`config.mk`:
```
export PLATFORM = sky130hd
export DESIGN_NAME = wr_strobe_qualifier
export DESIGN_NICKNAME = d
export VERILOG_FILES = /design/src/rtl/wsq_pkg.sv /design/src/rtl/wsq_sync2.sv /design/src/rtl/wsq_holdoff.sv /design/src/rtl/wsq_tracker.sv /design/src/rtl/wr_strobe_qualifier.sv
export SDC_FILE = /design/constraint.sdc
export NUM_CORES = 1
export LEC_CHECK = 0
export ABC_CLOCK_PERIOD_IN_PS = 2000
export BUFFER_PORTS_ARGS = -buffer_cell sky130_fd_sc_hd__buf_4
export CAP_MARGIN = 20
export CORE_MARGIN = 2
export CORE_UTILIZATION = 47
export CTS_CLUSTER_DIAMETER = 120
export CTS_CLUSTER_SIZE = 20
export DETAILED_ROUTE_END_ITERATION = 6
export GPL_TIMING_DRIVEN = 0
export PLACE_DENSITY = 0.72
export SLEW_MARGIN = 20
export SYNTH_ARGS = -nofsm -noshare
export SYNTH_HDL_FRONTEND = slang
export SYNTH_HIERARCHICAL = 1
export SYNTH_SLANG_ARGS = --single-unit
```
`constraint.sdc`:
```
create_clock -name clk -period 2 [get_ports clk]
set_clock_uncertainty 0.05 [all_clocks]
set_input_delay 0.1 -clock clk [delete_from_list [all_inputs] [get_ports clk]]
set_output_delay 0.1 -clock clk [all_outputs]
set_load 0.02 [all_outputs]
```
`src/rtl/wsq_pkg.sv`:
```
package wsq_pkg;

    // Capture sequencer states
    typedef enum logic [1:0] {
        ST_IDLE  = 2'd0,   // waiting for both enables to fall while qualified
        ST_CAPT  = 2'd1,   // inside a qualified write cycle
        ST_BLOCK = 2'd2    // aborted or unqualified, wait for an enable to rise
    } wsq_state_e;

endpackage

```
`src/rtl/wsq_sync2.sv`:
```
// Two-stage sampling pipeline. Used as a metastability synchroniser for
// single strobes and as a matching delay line for the buses so that bus
// values stay aligned with the synchronised strobes.
module wsq_sync2 #(
    parameter int               WIDTH   = 1,
    parameter logic [WIDTH-1:0] RST_VAL = '0
) (
    input  logic             clk,
    input  logic             rst_n,
    input  logic [WIDTH-1:0] din,
    output logic [WIDTH-1:0] dout
);
    typedef struct packed {
        logic [WIDTH-1:0] s1;
        logic [WIDTH-1:0] s2;
    } sync_t;

    sync_t st_d, st_q;

    always_comb begin
        st_d    = st_q;
        st_d.s1 = din;
        st_d.s2 = st_q.s1;
    end

    always_ff @(posedge clk or negedge rst_n) begin
        if (!rst_n) begin
            st_q <= '{s1: RST_VAL, s2: RST_VAL};
        end else begin
            st_q <= st_d;
        end
    end

    assign dout = st_q.s2;
endmodule

```
`src/rtl/wsq_holdoff.sv`:
```
// Power-up holdoff: done rises once supply has been good for HOLDOFF_CYC clocks.
module wsq_holdoff #(
    parameter int HOLDOFF_CYC = 1250000
) (
    input  logic clk,
    input  logic rst_n,
    input  logic supply_s,
    output logic done
);
    localparam int HW = (HOLDOFF_CYC < 2) ? 1 : $clog2(HOLDOFF_CYC + 1);
    localparam logic [HW-1:0] LIMIT = HW'(HOLDOFF_CYC);

    typedef struct packed {
        logic [HW-1:0] cnt;
        logic          done;
    } hold_t;

    hold_t h_d, h_q;

    always_comb begin
        h_d = h_q;
        if (!supply_s) begin
            h_d.cnt  = '0;
            h_d.done = 1'b0;
        end else if (h_q.cnt == LIMIT) begin
            h_d.done = 1'b1;
        end else begin
            h_d.cnt = h_q.cnt + HW'(1);
        end
    end

    always_ff @(posedge clk or negedge rst_n) begin
        if (!rst_n) begin
            h_q <= '0;
        end else begin
            h_q <= h_d;
        end
    end

    assign done = h_q.done;


    supply_drop_clears_chk: assert property (@(posedge clk) disable iff (!rst_n)
        !supply_s |=> !done);


    done_needs_supply_chk: assert property (@(posedge clk) disable iff (!rst_n)
        $rose(done) |-> $past(supply_s));
endmodule

```
`src/rtl/wsq_tracker.sv`:
```
// Write cycle sequencer working on synchronised strobes and aligned buses.
module wsq_tracker
    import wsq_pkg::*;
#(
    parameter int AW         = 19,
    parameter int DW         = 16,
    parameter int GLITCH_CYC = 2
) (
    input  logic          clk,
    input  logic          rst_n,
    input  logic          ce_s,
    input  logic          we_s,
    input  logic          oe_s,
    input  logic          permit,
    input  logic [AW-1:0] addr_s,
    input  logic [DW-1:0] data_s,
    output logic          vld,
    output logic [AW-1:0] out_addr,
    output logic [DW-1:0] out_data
);
    localparam int CW = $clog2(GLITCH_CYC + 1);
    localparam logic [CW-1:0] GMAX = CW'(GLITCH_CYC);

    typedef struct packed {
        wsq_state_e    st;
        logic [CW-1:0] cnt;
        logic [AW-1:0] addr;
        logic [DW-1:0] data;
        logic          vld;
        logic [AW-1:0] o_addr;
        logic [DW-1:0] o_data;
    } trk_t;

    trk_t t_d, t_q;
    logic both_low;
    logic qualified;
    logic clean_end;

    always_comb begin
        both_low  = ~ce_s & ~we_s;
        qualified = both_low & oe_s & permit;
        clean_end = ~both_low & oe_s & permit;

        t_d     = t_q;
        t_d.vld = 1'b0;

        unique case (t_q.st)
            ST_IDLE: begin
                if (qualified) begin
                    t_d.st   = ST_CAPT;
                    t_d.cnt  = CW'(1);
                    t_d.addr = addr_s;
                    t_d.data = data_s;
                end else if (both_low) begin
                    t_d.st = ST_BLOCK;
                end
            end
            ST_CAPT: begin
                if (qualified) begin
                    if (t_q.cnt != GMAX) begin
                        t_d.cnt = t_q.cnt + CW'(1);
                    end
                    t_d.data = data_s;
                end else if (clean_end) begin
                    t_d.st = ST_IDLE;
                    if (t_q.cnt >= GMAX) begin
                        t_d.vld    = 1'b1;
                        t_d.o_addr = t_q.addr;
                        t_d.o_data = t_q.data;
                    end
                end else begin
                    t_d.st = both_low ? ST_BLOCK : ST_IDLE;
                end
            end
            ST_BLOCK: begin
                if (!both_low) begin
                    t_d.st = ST_IDLE;
                end
            end
            default: t_d.st = ST_IDLE;
        endcase
    end

    always_ff @(posedge clk or negedge rst_n) begin
        if (!rst_n) begin
            t_q <= '{st: ST_IDLE, default: '0};
        end else begin
            t_q <= t_d;
        end
    end

    assign vld      = t_q.vld;
    assign out_addr = t_q.o_addr;
    assign out_data = t_q.o_data;


    single_pulse_chk: assert property (@(posedge clk) disable iff (!rst_n)
        vld |=> !vld);


    oe_inhibit_chk: assert property (@(posedge clk) disable iff (!rst_n)
        vld |-> $past(oe_s && permit));


    min_width_chk: assert property (@(posedge clk) disable iff (!rst_n)
        vld |-> $past(t_q.cnt >= GMAX));


    addr_hold_chk: assert property (@(posedge clk) disable iff (!rst_n)
        (t_q.st == ST_CAPT && qualified) |=> $stable(t_q.addr));


    end_by_enable_chk: assert property (@(posedge clk) disable iff (!rst_n)
        vld |-> $past(ce_s || we_s));
endmodule

```
`src/rtl/wr_strobe_qualifier.sv`:
```
module wr_strobe_qualifier #(
    parameter int AW          = 19,
    parameter int DW          = 16,
    parameter int GLITCH_CYC  = 2,
    parameter int HOLDOFF_CYC = 1250000
) (
    input  logic          clk,
    input  logic          rst_n,
    input  logic          hw_rst_n,
    input  logic          supply_ok,
    input  logic          ce_n,
    input  logic          we_n,
    input  logic          oe_n,
    input  logic [AW-1:0] addr_in,
    input  logic [DW-1:0] data_in,
    output logic          wr_valid,
    output logic [AW-1:0] wr_addr,
    output logic [DW-1:0] wr_data
);
    localparam int NCTL = 5;
    localparam int BW   = AW + DW;
    // idle values: enables high, supply and device reset pin low
    localparam logic [NCTL-1:0] CTL_IDLE = 5'b11100;

    logic [NCTL-1:0] ctl_s;
    logic [BW-1:0]   bus_s;
    logic            ce_s, we_s, oe_s, supply_s, hwrst_s;
    logic            hold_done;
    logic            permit;

    wsq_sync2 #(.WIDTH(NCTL), .RST_VAL(CTL_IDLE)) u_ctl_sync (
        .clk  (clk),
        .rst_n(rst_n),
        .din  ({ce_n, we_n, oe_n, supply_ok, hw_rst_n}),
        .dout (ctl_s)
    );

    wsq_sync2 #(.WIDTH(BW), .RST_VAL('0)) u_bus_align (
        .clk  (clk),
        .rst_n(rst_n),
        .din  ({addr_in, data_in}),
        .dout (bus_s)
    );

    assign {ce_s, we_s, oe_s, supply_s, hwrst_s} = ctl_s;

    wsq_holdoff #(.HOLDOFF_CYC(HOLDOFF_CYC)) u_holdoff (
        .clk     (clk),
        .rst_n   (rst_n),
        .supply_s(supply_s),
        .done    (hold_done)
    );

    assign permit = hold_done & hwrst_s;

    wsq_tracker #(.AW(AW), .DW(DW), .GLITCH_CYC(GLITCH_CYC)) u_tracker (
        .clk     (clk),
        .rst_n   (rst_n),
        .ce_s    (ce_s),
        .we_s    (we_s),
        .oe_s    (oe_s),
        .permit  (permit),
        .addr_s  (bus_s[BW-1:DW]),
        .data_s  (bus_s[DW-1:0]),
        .vld     (wr_valid),
        .out_addr(wr_addr),
        .out_data(wr_data)
    );


    hw_reset_block_chk: assert property (@(posedge clk) disable iff (!rst_n)
        !hwrst_s |=> !wr_valid);


    holdoff_block_chk: assert property (@(posedge clk) disable iff (!rst_n)
        wr_valid |-> $past(hold_done));
endmodule

```
==> results of run 1 <==
-- cells by family after synthesis --
family / count (synthesis) / share of synthesized area, %
AOI/OAI and AO/OA: 29 / 2.845
xor gates and xnor gates: 10 / 1.373
adders and majority gates: 3 / 0.5885
buffers and inverters: 52 / 5.806
DFF: 177 / 69.56
muxes: 70 / 12.95
and+or+nand+nor: 67 / 6.886
-- metal layers --
layer / vias up / share of wire [%] / GRT usage, %
li1: 1657 / - / -
met5: - / 0 / 0
met3: 20 / 3.6 / 4.104
met2: 69 / 51 / 27.01
met4: 0 / 2.1 / 8.358
met1: 1799 / 43 / 20.40
-- report_power, final --
| group | switching, W | internal (W) |
|---|---|---|
| clock | 0.00140 | 0.00215 |
| combinational | 0.000117 | 0.000123 |
| sequential | 0.0000324 | 0.00367 |
-- state kept, by name, summed over array words and instances, names as in the netlist, 5 cells and up --
name	count
u_ctl_sync/st_d	5
u_bus_align/dout	35
u_tracker/out_data	16
u_tracker/out_addr	19
u_bus_align/st_d	35
u_holdoff/h_q	21
u_ctl_sync/dout	5
u_tracker/t_q	39
-- stage by stage --
step | instance area [um^2] | setup TNS (ns) | utilization (%)
after floorplan | 6379 | 0 | -
after global placement | 7177 | -22.80 | 54.20
after detailed placement | 7212 | -5.181 | 54.46
after CTS | 8298 | 0 | 62.66
after global routing | 8294 | 0 | 62.63
final | 8294 | 0 | 62.63
-- timing repair --
action                                 4_1_cts  5_1_grt
endpoints found under the hold margin      115        0
pin swaps                                    1        0
buffers inserted                             3        0
hold buffers                                41        0
resized for setup                            4        2
setup endpoints to repair                   37       31
-- cells in the mapped netlist, types with 2 or more instances --
cell      number  area [um^2]
dfrtp_1      171         4279
mux2_2        58        653.1
buf_4         38        285.3
nor2_1        13        48.80
a21oi_1       10        50.05
mux2_4        10        150.1
xor2_1         9        78.83
nand2_1        8        30.03
inv_1          7        26.28
o21ai_0        7        35.03
dfstp_2        6        157.7
nand3_1        6        30.03
nand4_1        6        37.54
or3_1          6        37.54
and2_1         5        31.28
and4_1         4        35.03
ha_1           3        37.54
nor3_1         3        15.01
and4b_1        2        20.02
buf_6          2        22.52
clkbuf_1       2        7.510
mux2_1         2        22.52
nand4_4        2        42.54
nor4_1         2        12.51
o31ai_1        2        15.01
o41ai_1        2        17.52
-- cell type report --
cell class / count / area, um^2 / share of cell area (%)
Buffer: 44 / 344.1 / 4.148
Clock buffer: 19 / 442.9 / 5.340
Clock inverter: 13 / 197.7 / 2.383
Inverter: 7 / 26.28 / 0.3168
Multi-Input combinational cell: 179 / 1577 / 19.01
Sequential cell: 177 / 4437 / 53.49
Tap cell: 176 / 220.2 / 2.655
Timing Repair Buffer: 122 / 1050 / 12.66
-- path summary, 6_finish.rpt --
| check | start | endpoint | slack [ns] |
|---|---|---|---|
| setup / recovery | u_tracker/t_q[71] | u_tracker/out_addr[15] | 0.05 |
| min in group clk | ce_n | u_ctl_sync/st_d[4] | 0.27 |
| max in group asynchronous | rst_n | u_ctl_sync/st_d[2] | 0.87 |
| hold / removal | rst_n | u_tracker/out_data[2] | 0.16 |
| setup reg to reg | u_tracker/t_q[71] | u_tracker/out_addr[15] | 0.05 |
| hold reg to reg | u_bus_align/st_d[10] | u_bus_align/dout[10] | 0.29 |
==> run metrics, run 1 <==
status complete, no violations; clk buf depth 2; Synth Instances 408; RSZ-0062 raised after global routing no; critical path, cell by cell inv_1, ha_2, o21ai_1, nor3_4, buf_6, buf_6, mux2_2; First-pass DRT Iterations 4; Avg Cell Area, Syn 15.63 um^2; power density over the cells 903.4 nW/um^2; largest net degree at the start of global routing 103; final hold slack 0.1649 ns; area of the core 13240 um^2; Hold Vio Cnt, Final 0; ANT cells 0; sequential share of the synthesized area 69.56%; root buf cell clkbuf_16; DRC violations left 0; Worst setup SP type flop; DR WL/cell 14.67 um; I/O pin count 78; commonest cells after routing, fill and taps aside dfrtp_1 (171), buf_4 (113), mux2_2 (58), dlygate4sd3_1 (41), clkbuf_16 (17); Die Wd 120.5 um; die height 120.5 um; Die Footprint 14520 um^2; Crit Path Category reg -> reg; vias in the first global route 3847; # setup viols final 0; MaxCap Viol Count 0; endpoint arrival time on the critical path 2.21 ns; CTS tree done; clk_lat worst skew 0.43 ns; antenna-violating nets left 0; final setup margin 0.04702 ns; Levels on crit path 7; HPWL after detailed placement 6.778 mm; fin nets 593; layout cell share with drive strength beyond 1 41.71%; worst endpoint required time 2.25 ns; CTS Sinks 177; Synth-to-Final Area Change 30.03%; Initial Util 48.17%; worst vdd ir 566.6 uV; worst r2r path cells 7; worst-path fanout max 10; routed wire length 10.81 mm; Cell Area, Synth 6379 um^2; vias 3545; dpl cells 662; Synth Register Bits 177; Tot Pwr 0.007493 W; CTS buffer count 17; clk slew on worst S/H paths 0.07 ns; Tightest Pin Transition 0.5488 ns; Fillers 965; Syn. warnings 6; Async SR Flop Fraction 100.0%; GPL Wtd Cong 0.8167; most common cell after layout, fill and taps aside dfrtp_1; DR iter-0 viols 207; Setup WS pre-CTS -0.2000 ns; Site Rows 42; antenna violations before repair 0; Leak 4.117 nW; final slew viol count 0; Min Clock Period, post-route 1.953 ns; DR vias/cell 4.810; Hold Crit Class in -> async; CP Buf/Inv Count 3; cell repeated most along the worst path buf_6; first-pass GRT wire length 18.29 mm; Slew HR 63.42%; Total GRT Usage 16.48%; port bufs 77; number of synthesized flops with an enable pin 0; CTS H-tree lvls 4; syn_nets 453; ratio of final minimum period to clock period 97.65%; Max stage delay on crit path 0.40 ns; largest delay contributor family on the critical path buffers and inverters; Achievable Freq 0.5120 GHz; Unique masters post-synth 48; total grt overflow 0; CP max stage cell dfrtp_1; Post-synth top flop dfrtp_1; critical path capture point type flop; fin cells 737
No activity file was read; power rests on OpenSTA's default activity.
==> run 2: changes to the inputs <==
--- a/config.mk
+++ b/config.mk
@@ -10,6 +10,7 @@
 export CAP_MARGIN = 20
 export CORE_MARGIN = 2
 export CORE_UTILIZATION = 47
+export CTS_BUF_LIST = sky130_fd_sc_hd__clkbuf_8
 export CTS_CLUSTER_DIAMETER = 120
 export CTS_CLUSTER_SIZE = 20
 export DETAILED_ROUTE_END_ITERATION = 6
==> run 2 against run 1 <==
Effect of this change:
- final cell count stayed put
- combinational power hardly changed
- sequential share of layout area is 1.3 points higher
- non-clock buffer count stayed put
- global-route usage is 0.10 points lower
- register-to-register slack hardly changed
- worst hold slack worse by 0.035 ns
- via count hardly changed
- critical path type unchanged
- final area is 2.3% lower
==> run metrics, run 2 (synthesis gave the netlist of run 1 again) <==
status complete, no violations (unchanged); endpoint arrival time on the critical path 2.22 ns (was 2.21 ns); clk slew on worst S/H paths 0.09 ns (was 0.07 ns); worst endpoint required time 2.28 ns (was 2.25 ns); Critical Path End u_tracker/out_addr[15] (unchanged); # setup viols final 0 (unchanged); MaxCap Viol Count 0 (unchanged); RR Startpoint u_tracker/t_q[71] (unchanged); CTS Sinks 177 (unchanged); Worst setup SP type flop (unchanged); clk_lat worst skew 0.45 ns (was 0.43 ns); most common cell after layout, fill and taps aside dfrtp_1 (unchanged); I/O pin count 78 (unchanged); Initial Util 48.17% (unchanged); fin nets 593 (unchanged); area of the core 13240 um^2 (unchanged); R2R setup slack 0.06 ns (was 0.05 ns); Reg with most FFs u_tracker/t_q (unchanged); Largest register FFs 39 (unchanged); DR iter-0 viols 176 (was 207); Die Footprint 14520 um^2 (unchanged); worst r2r path cells 7 (unchanged); antenna violations before repair 0 (unchanged); ANT cells 0 (unchanged); CTS H-tree lvls 4 (unchanged); ratio of final minimum period to clock period 97.03% (was 97.65%); dpl cells 662 (unchanged); power density over the cells 818.6 nW/um^2 (was 903.4 nW/um^2); Tightest Pin Transition 0.5594 ns (was 0.5488 ns); Min Clock Period, post-route 1.941 ns (was 1.953 ns); clk buf depth 2 (unchanged); FF+latch area 4437 um^2 (unchanged); CTS tree done (unchanged); critical path capture point type flop (unchanged); Achievable Freq 0.5153 GHz (was 0.5120 GHz); worst vdd ir 487.9 uV (was 566.6 uV); final core utilization 61.19% (was 62.63%); RSZ-0062 raised after global routing no (unchanged); largest net degree at the start of global routing 103 (unchanged); port bufs 77 (unchanged); First-pass DRT Iterations 4 (unchanged); Site Rows 42 (unchanged); root buf cell clkbuf_8 (was clkbuf_16); final slew viol count 0 (unchanged); Total GRT Usage 16.38% (was 16.48%); r2r endpoint u_tracker/out_addr[15] (unchanged); Leak 4.033 nW (was 4.117 nW); multi-input logic area 1577 um^2 (unchanged); fin cells 737 (unchanged); first-pass GRT wire length 18.11 mm (was 18.29 mm); DRC violations left 0 (unchanged); antenna-violating nets left 0 (unchanged); Tot Pwr 0.006633 W (was 0.007493 W); die height 120.5 um (unchanged); Slew HR 62.71% (was 63.42%); critical path startpoint u_tracker/t_q[71] (unchanged); Hold Vio Cnt, Final 0 (unchanged); worst-path fanout max 10 (unchanged); vias 3543 (was 3545); Die Wd 120.5 um (unchanged); routed wire length 10.73 mm (was 10.81 mm); Fillers 1002 (was 965); Hold Crit Class in -> async (unchanged); Crit Path Category reg -> reg (unchanged); GPL Wtd Cong 0.8167 (unchanged); HPWL after detailed placement 6.778 mm (unchanged); CTS buffer count 17 (unchanged); layout cell share with drive strength beyond 1 41.71% (unchanged); final hold slack 0.1297 ns (was 0.1649 ns); commonest cells after routing, fill and taps aside dfrtp_1 (171), buf_4 (113), mux2_2 (58), dlygate4sd3_1 (41), clkbuf_8 (18) (was dfrtp_1 (171), buf_4 (113), mux2_2 (58), dlygate4sd3_1 (41), clkbuf_16 (17)); Synth-to-Final Area Change 27.03% (was 30.03%); total grt overflow 0 (unchanged); DR vias/cell 4.807 (was 4.810); vias in the first global route 3818 (was 3847); DR WL/cell 14.56 um (was 14.67 um)
-- run 2: routing by layer --
layer  global-route usage (%)  vias up  wire length [um]
met2                    27.26       62              5623
li1                         -     1653                 -
met3                    4.906       12               385
met4                    6.250        0               131
met1                    20.23     1816              4588
met5                        0        -                 0
-- run 2: worst min path at each step --
stage | startpoint | end | slack (ns) | cells past startpoint
after detailed placement | rst_n | u_tracker/out_data[2] | 0.05 | 1
after global placement | oe_n | u_ctl_sync/st_d[2] | 0.16 | 1
final | rst_n | u_tracker/out_data[2] | 0.13 | 2
after CTS | rst_n | u_tracker/out_data[2] | 0.12 | 2
after floorplan | rst_n | u_bus_align/dout[0] | -0.25 | 0
after global routing | rst_n | u_tracker/out_data[2] | 0.17 | 2
-- run 2: worst max-delay path, cell delays in order, from the launching register on --
cell,delay (ns)
dfrtp_1,0.41
inv_1,0.10
ha_2,0.23
o21ai_1,0.12
nor3_4,0.25
buf_6,0.16
buf_6,0.16
mux2_2,0.35
-- run 2: repair_timing --
item                                    in CTS  in global routing
pin swaps                                    1                  0
endpoints found under the hold margin      115                  0
endpoints found under the setup margin      37                 31
buffers inserted                             3                  0
resized for setup                            4                  2
hold buffers                                41                  0
-- run 2: final cells by class --
cell class                 instances  share of cell area, %
buffer                            44                  4.246
clock buffer                      18                  3.057
clock inverter                    14                  2.486
inverter                           7                 0.3243
multi-input combinational        179                  19.46
sequential                       177                  54.76
tap                              176                  2.718
timing repair buffer             122                  12.96
-- run 2: power breakdown --
part	internal (W)	total [W]	switching [W]
registers	0.00367	0.00370	0.0000321
logic	0.000123	0.000240	0.000117
clock network	0.00142	0.00269	0.00127
total	0.00521	0.00663	0.00142
-- run 2: through the flow --
stage               TNS (ns)  cell area, um^2  setup WS (ns)
global route               0             8103       0.002104
global placement      -22.80             7177        -0.1351
detailed placement    -5.181             7212        -0.2000
floorplan                  0             6379         0.2002
CTS                        0             8107       0.006648
finish                     0             8103        0.05944
==> run 3: changes to the inputs <==
--- a/config.mk
+++ b/config.mk
@@ -15,7 +15,7 @@
 export CTS_CLUSTER_SIZE = 20
 export DETAILED_ROUTE_END_ITERATION = 6
 export GPL_TIMING_DRIVEN = 0
-export PLACE_DENSITY = 0.72
+export PLACE_DENSITY = 0.67
 export SLEW_MARGIN = 20
 export SYNTH_ARGS = -nofsm -noshare
 export SYNTH_HDL_FRONTEND = slang
==> run 3 against run 2 <==
Effect of this change:
- final cell count stayed put
- clock power shrank 22%
- worst hold slack improved by 0.039 ns
- fmax rose by 2.3%
- die area stayed put
- via count decreased by 0.34%
- critical path depth unchanged
- critical path type unchanged
- core utilization is 0.86 points lower
- register-to-register slack better by 0.04 ns
==> run metrics, run 3 (synthesis gave the netlist of run 1 again) <==
First-pass DRT Iterations 4 (unchanged); fin cells 737 (unchanged); Worst setup SP type flop (unchanged); clk slew on worst S/H paths 0.08 ns (was 0.09 ns); # setup viols final 0 (unchanged); antenna-violating nets left 0 (unchanged); area of the core 13240 um^2 (unchanged); dpl cells 662 (unchanged); critical path capture point type flop (unchanged); DRC violations left 0 (unchanged); final hold slack 0.1691 ns (was 0.1297 ns); Crit Path Category reg -> reg (unchanged); Setup WS pre-CTS -0.1920 ns (was -0.2000 ns); Largest register FFs 39 (unchanged); RSZ-0062 raised after global routing no (unchanged); DR iter-0 viols 136 (was 176); cell area after placement 7212 um^2 (unchanged); GPL Wtd Cong 0.8142 (was 0.8167); Seq pwr share 61.3% (was 55.8%); worst vdd ir 493.5 uV (was 487.9 uV); Fillers 1039 (was 1002); Max stage delay on crit path 0.41 ns (about the same); fin nets 593 (unchanged); die height 120.5 um (unchanged); clk buf depth 2 (unchanged); clk_lat worst skew 0.45 ns (about the same); combinational group share of total power 3.9% (was 3.6%); CTS buffer count 17 (unchanged); CTS H-tree lvls 4 (unchanged); vias in the first global route 3653 (was 3818); port bufs 77 (unchanged); Hold Vio Cnt, Final 0 (unchanged); Sw Share 22.58% (was 21.46%); layout cell share with drive strength beyond 1 41.53% (was 41.71%); Slew HR 60.49% (was 62.71%); DR vias/cell 4.791 (was 4.807); ratio of final minimum period to clock period 94.81% (was 97.03%); Tightest Pin Transition 0.5927 ns (was 0.5594 ns); CTS tree done (unchanged); Min Clock Period, post-route 1.896 ns (was 1.941 ns); I/O pin count 78 (unchanged); final slew viol count 0 (unchanged); MaxCap Viol Count 0 (unchanged); final instance area 7989 um^2 (was 8103 um^2); vias 3531 (was 3543); Clock Power Share 34.7% (was 40.6%); root buf cell clkbuf_8 (unchanged); Leak 3.977 nW (was 4.033 nW); HPWL after detailed placement 6.529 mm (was 6.778 mm); Psw 0.001363 W (was 0.001423 W); Achievable Freq 0.5273 GHz (was 0.5153 GHz); setup TNS 0 ns (unchanged); commonest cells after routing, fill and taps aside dfrtp_1 (171), buf_4 (114), mux2_2 (58), dlygate4sd3_1 (41), clkbuf_8 (18) (was dfrtp_1 (171), buf_4 (113), mux2_2 (58), dlygate4sd3_1 (41), clkbuf_8 (18)); DR WL/cell 13.96 um (was 14.56 um); status complete, no violations (unchanged); Site Rows 42 (unchanged); routed wire length 10.29 mm (was 10.73 mm); final setup margin 0.1037 ns (was 0.05944 ns); CP max stage cell dfrtp_1 (unchanged); internal power 0.004673 W (was 0.005210 W); critical path, cell by cell inv_1, ha_2, o21ai_1, nor3_4, buf_4, buf_6, mux2_2 (was inv_1, ha_2, o21ai_1, nor3_4, buf_6, buf_6, mux2_2); first-pass GRT wire length 17.54 mm (was 18.11 mm); CP Buf/Inv Count 3 (unchanged); Synth-to-Final Area Change 25.25% (was 27.03%); Initial Util 48.17% (unchanged); Total GRT Usage 15.77% (was 16.38%); most common cell after layout, fill and taps aside dfrtp_1 (unchanged); largest delay contributor family on the critical path buffers and inverters (unchanged); Die Wd 120.5 um (unchanged); largest net degree at the start of global routing 96 (was 103); CTS Sinks 177 (unchanged); Die Footprint 14520 um^2 (unchanged); endpoint arrival time on the critical path 2.17 ns (was 2.22 ns); worst endpoint required time 2.28 ns (about the same); antenna violations before repair 0 (unchanged); ANT cells 0 (unchanged); Reg with most FFs u_tracker/t_q (unchanged); total grt overflow 0 (unchanged); worst-path fanout max 10 (unchanged); Hold Crit Class in -> async (unchanged); power density over the cells 755.6 nW/um^2 (was 818.6 nW/um^2)
[run 3: cell count changes in the layout (fill, tap and decap cells not counted), sizes merged]
cell,previous run,this run
bufinv,4,0
clkinvlp,2,5
clkinv,2,4
inv,13,12
[run 3: layout make-up]
cell class / count / area [um^2] / area share, %
plain buffers: 44 / 344.1 / 4.307
clock inverters: 14 / 91.34 / 1.143
clock buffers: 18 / 247.7 / 3.101
repair buffers: 122 / 1046 / 13.09
multi-input cells: 179 / 1577 / 19.73
well taps: 176 / 220.2 / 2.756
inverters: 7 / 26.28 / 0.3289
flip-flops and latches: 177 / 4437 / 55.54
[run 3: through the flow]
step	util, %	total power (W)
floorplan	-	0.003791
global placement	54.20	0.003935
detailed placement	54.46	0.003954
CTS	60.31	0.006152
global route	60.33	0.006336
finish	60.33	0.006036
[run 3: path summary, 6_finish.rpt]
kind / from / end / slack, ns / depth (start not counted)
min in group clk: addr_in[10] / u_bus_align/st_d[26] / 0.24 / 2
worst max register to register: u_tracker/t_q[71] / u_tracker/out_addr[12] / 0.10 / 7
worst min-delay path: rst_n / u_bus_align/dout[3] / 0.17 / 2
worst max-delay path: u_tracker/t_q[71] / u_tracker/out_addr[12] / 0.10 / 7
max in group asynchronous: rst_n / u_holdoff/h_q[15] / 0.88 / 3
worst min register to register: u_bus_align/st_d[0] / u_bus_align/dout[0] / 0.30 / 0
[run 3: routing by layer]
layer | track usage (%) | vias up | routed length, um
met1 | 20.04 | 1793 | 4559
met3 | 4.670 | 13 | 375
met4 | 6.831 | 0 | 173
met2 | 25.28 | 70 | 5183
li1 | - | 1655 | -
met5 | 0 | - | 0
[run 3: power groups by stage]
| stage | clock network [W] | logic [W] | registers [W] |
|---|---|---|---|
| global placement | 0 | 0.000166 | 0.00377 |
| floorplan | 0 | 0.0000294 | 0.00376 |
| CTS | 0.00220 | 0.000245 | 0.00370 |
| detailed placement | 0 | 0.000180 | 0.00377 |
| global route | 0.00236 | 0.000266 | 0.00371 |
| finish | 0.00210 | 0.000238 | 0.00370 |
[run 3: repair_timing]
item,in CTS,in global routing
pin swaps,1,0
buffers inserted,3,0
endpoints found under the hold margin,122,0
gates resized for setup,2,3
setup endpoints to repair,37,29
hold buffers,41,0
[run 3: worst reg2reg max path: cells and delay by family, from the launching register on]
family,cells,cell delay (ns)
buffers and inverters,3,0.43
flip-flops,1,0.41
multiplexers,1,0.35
adder cells (fa/ha/maj),1,0.22
AND/OR/NAND/NOR,1,0.21
AO/OA/AOI/OAI,1,0.12
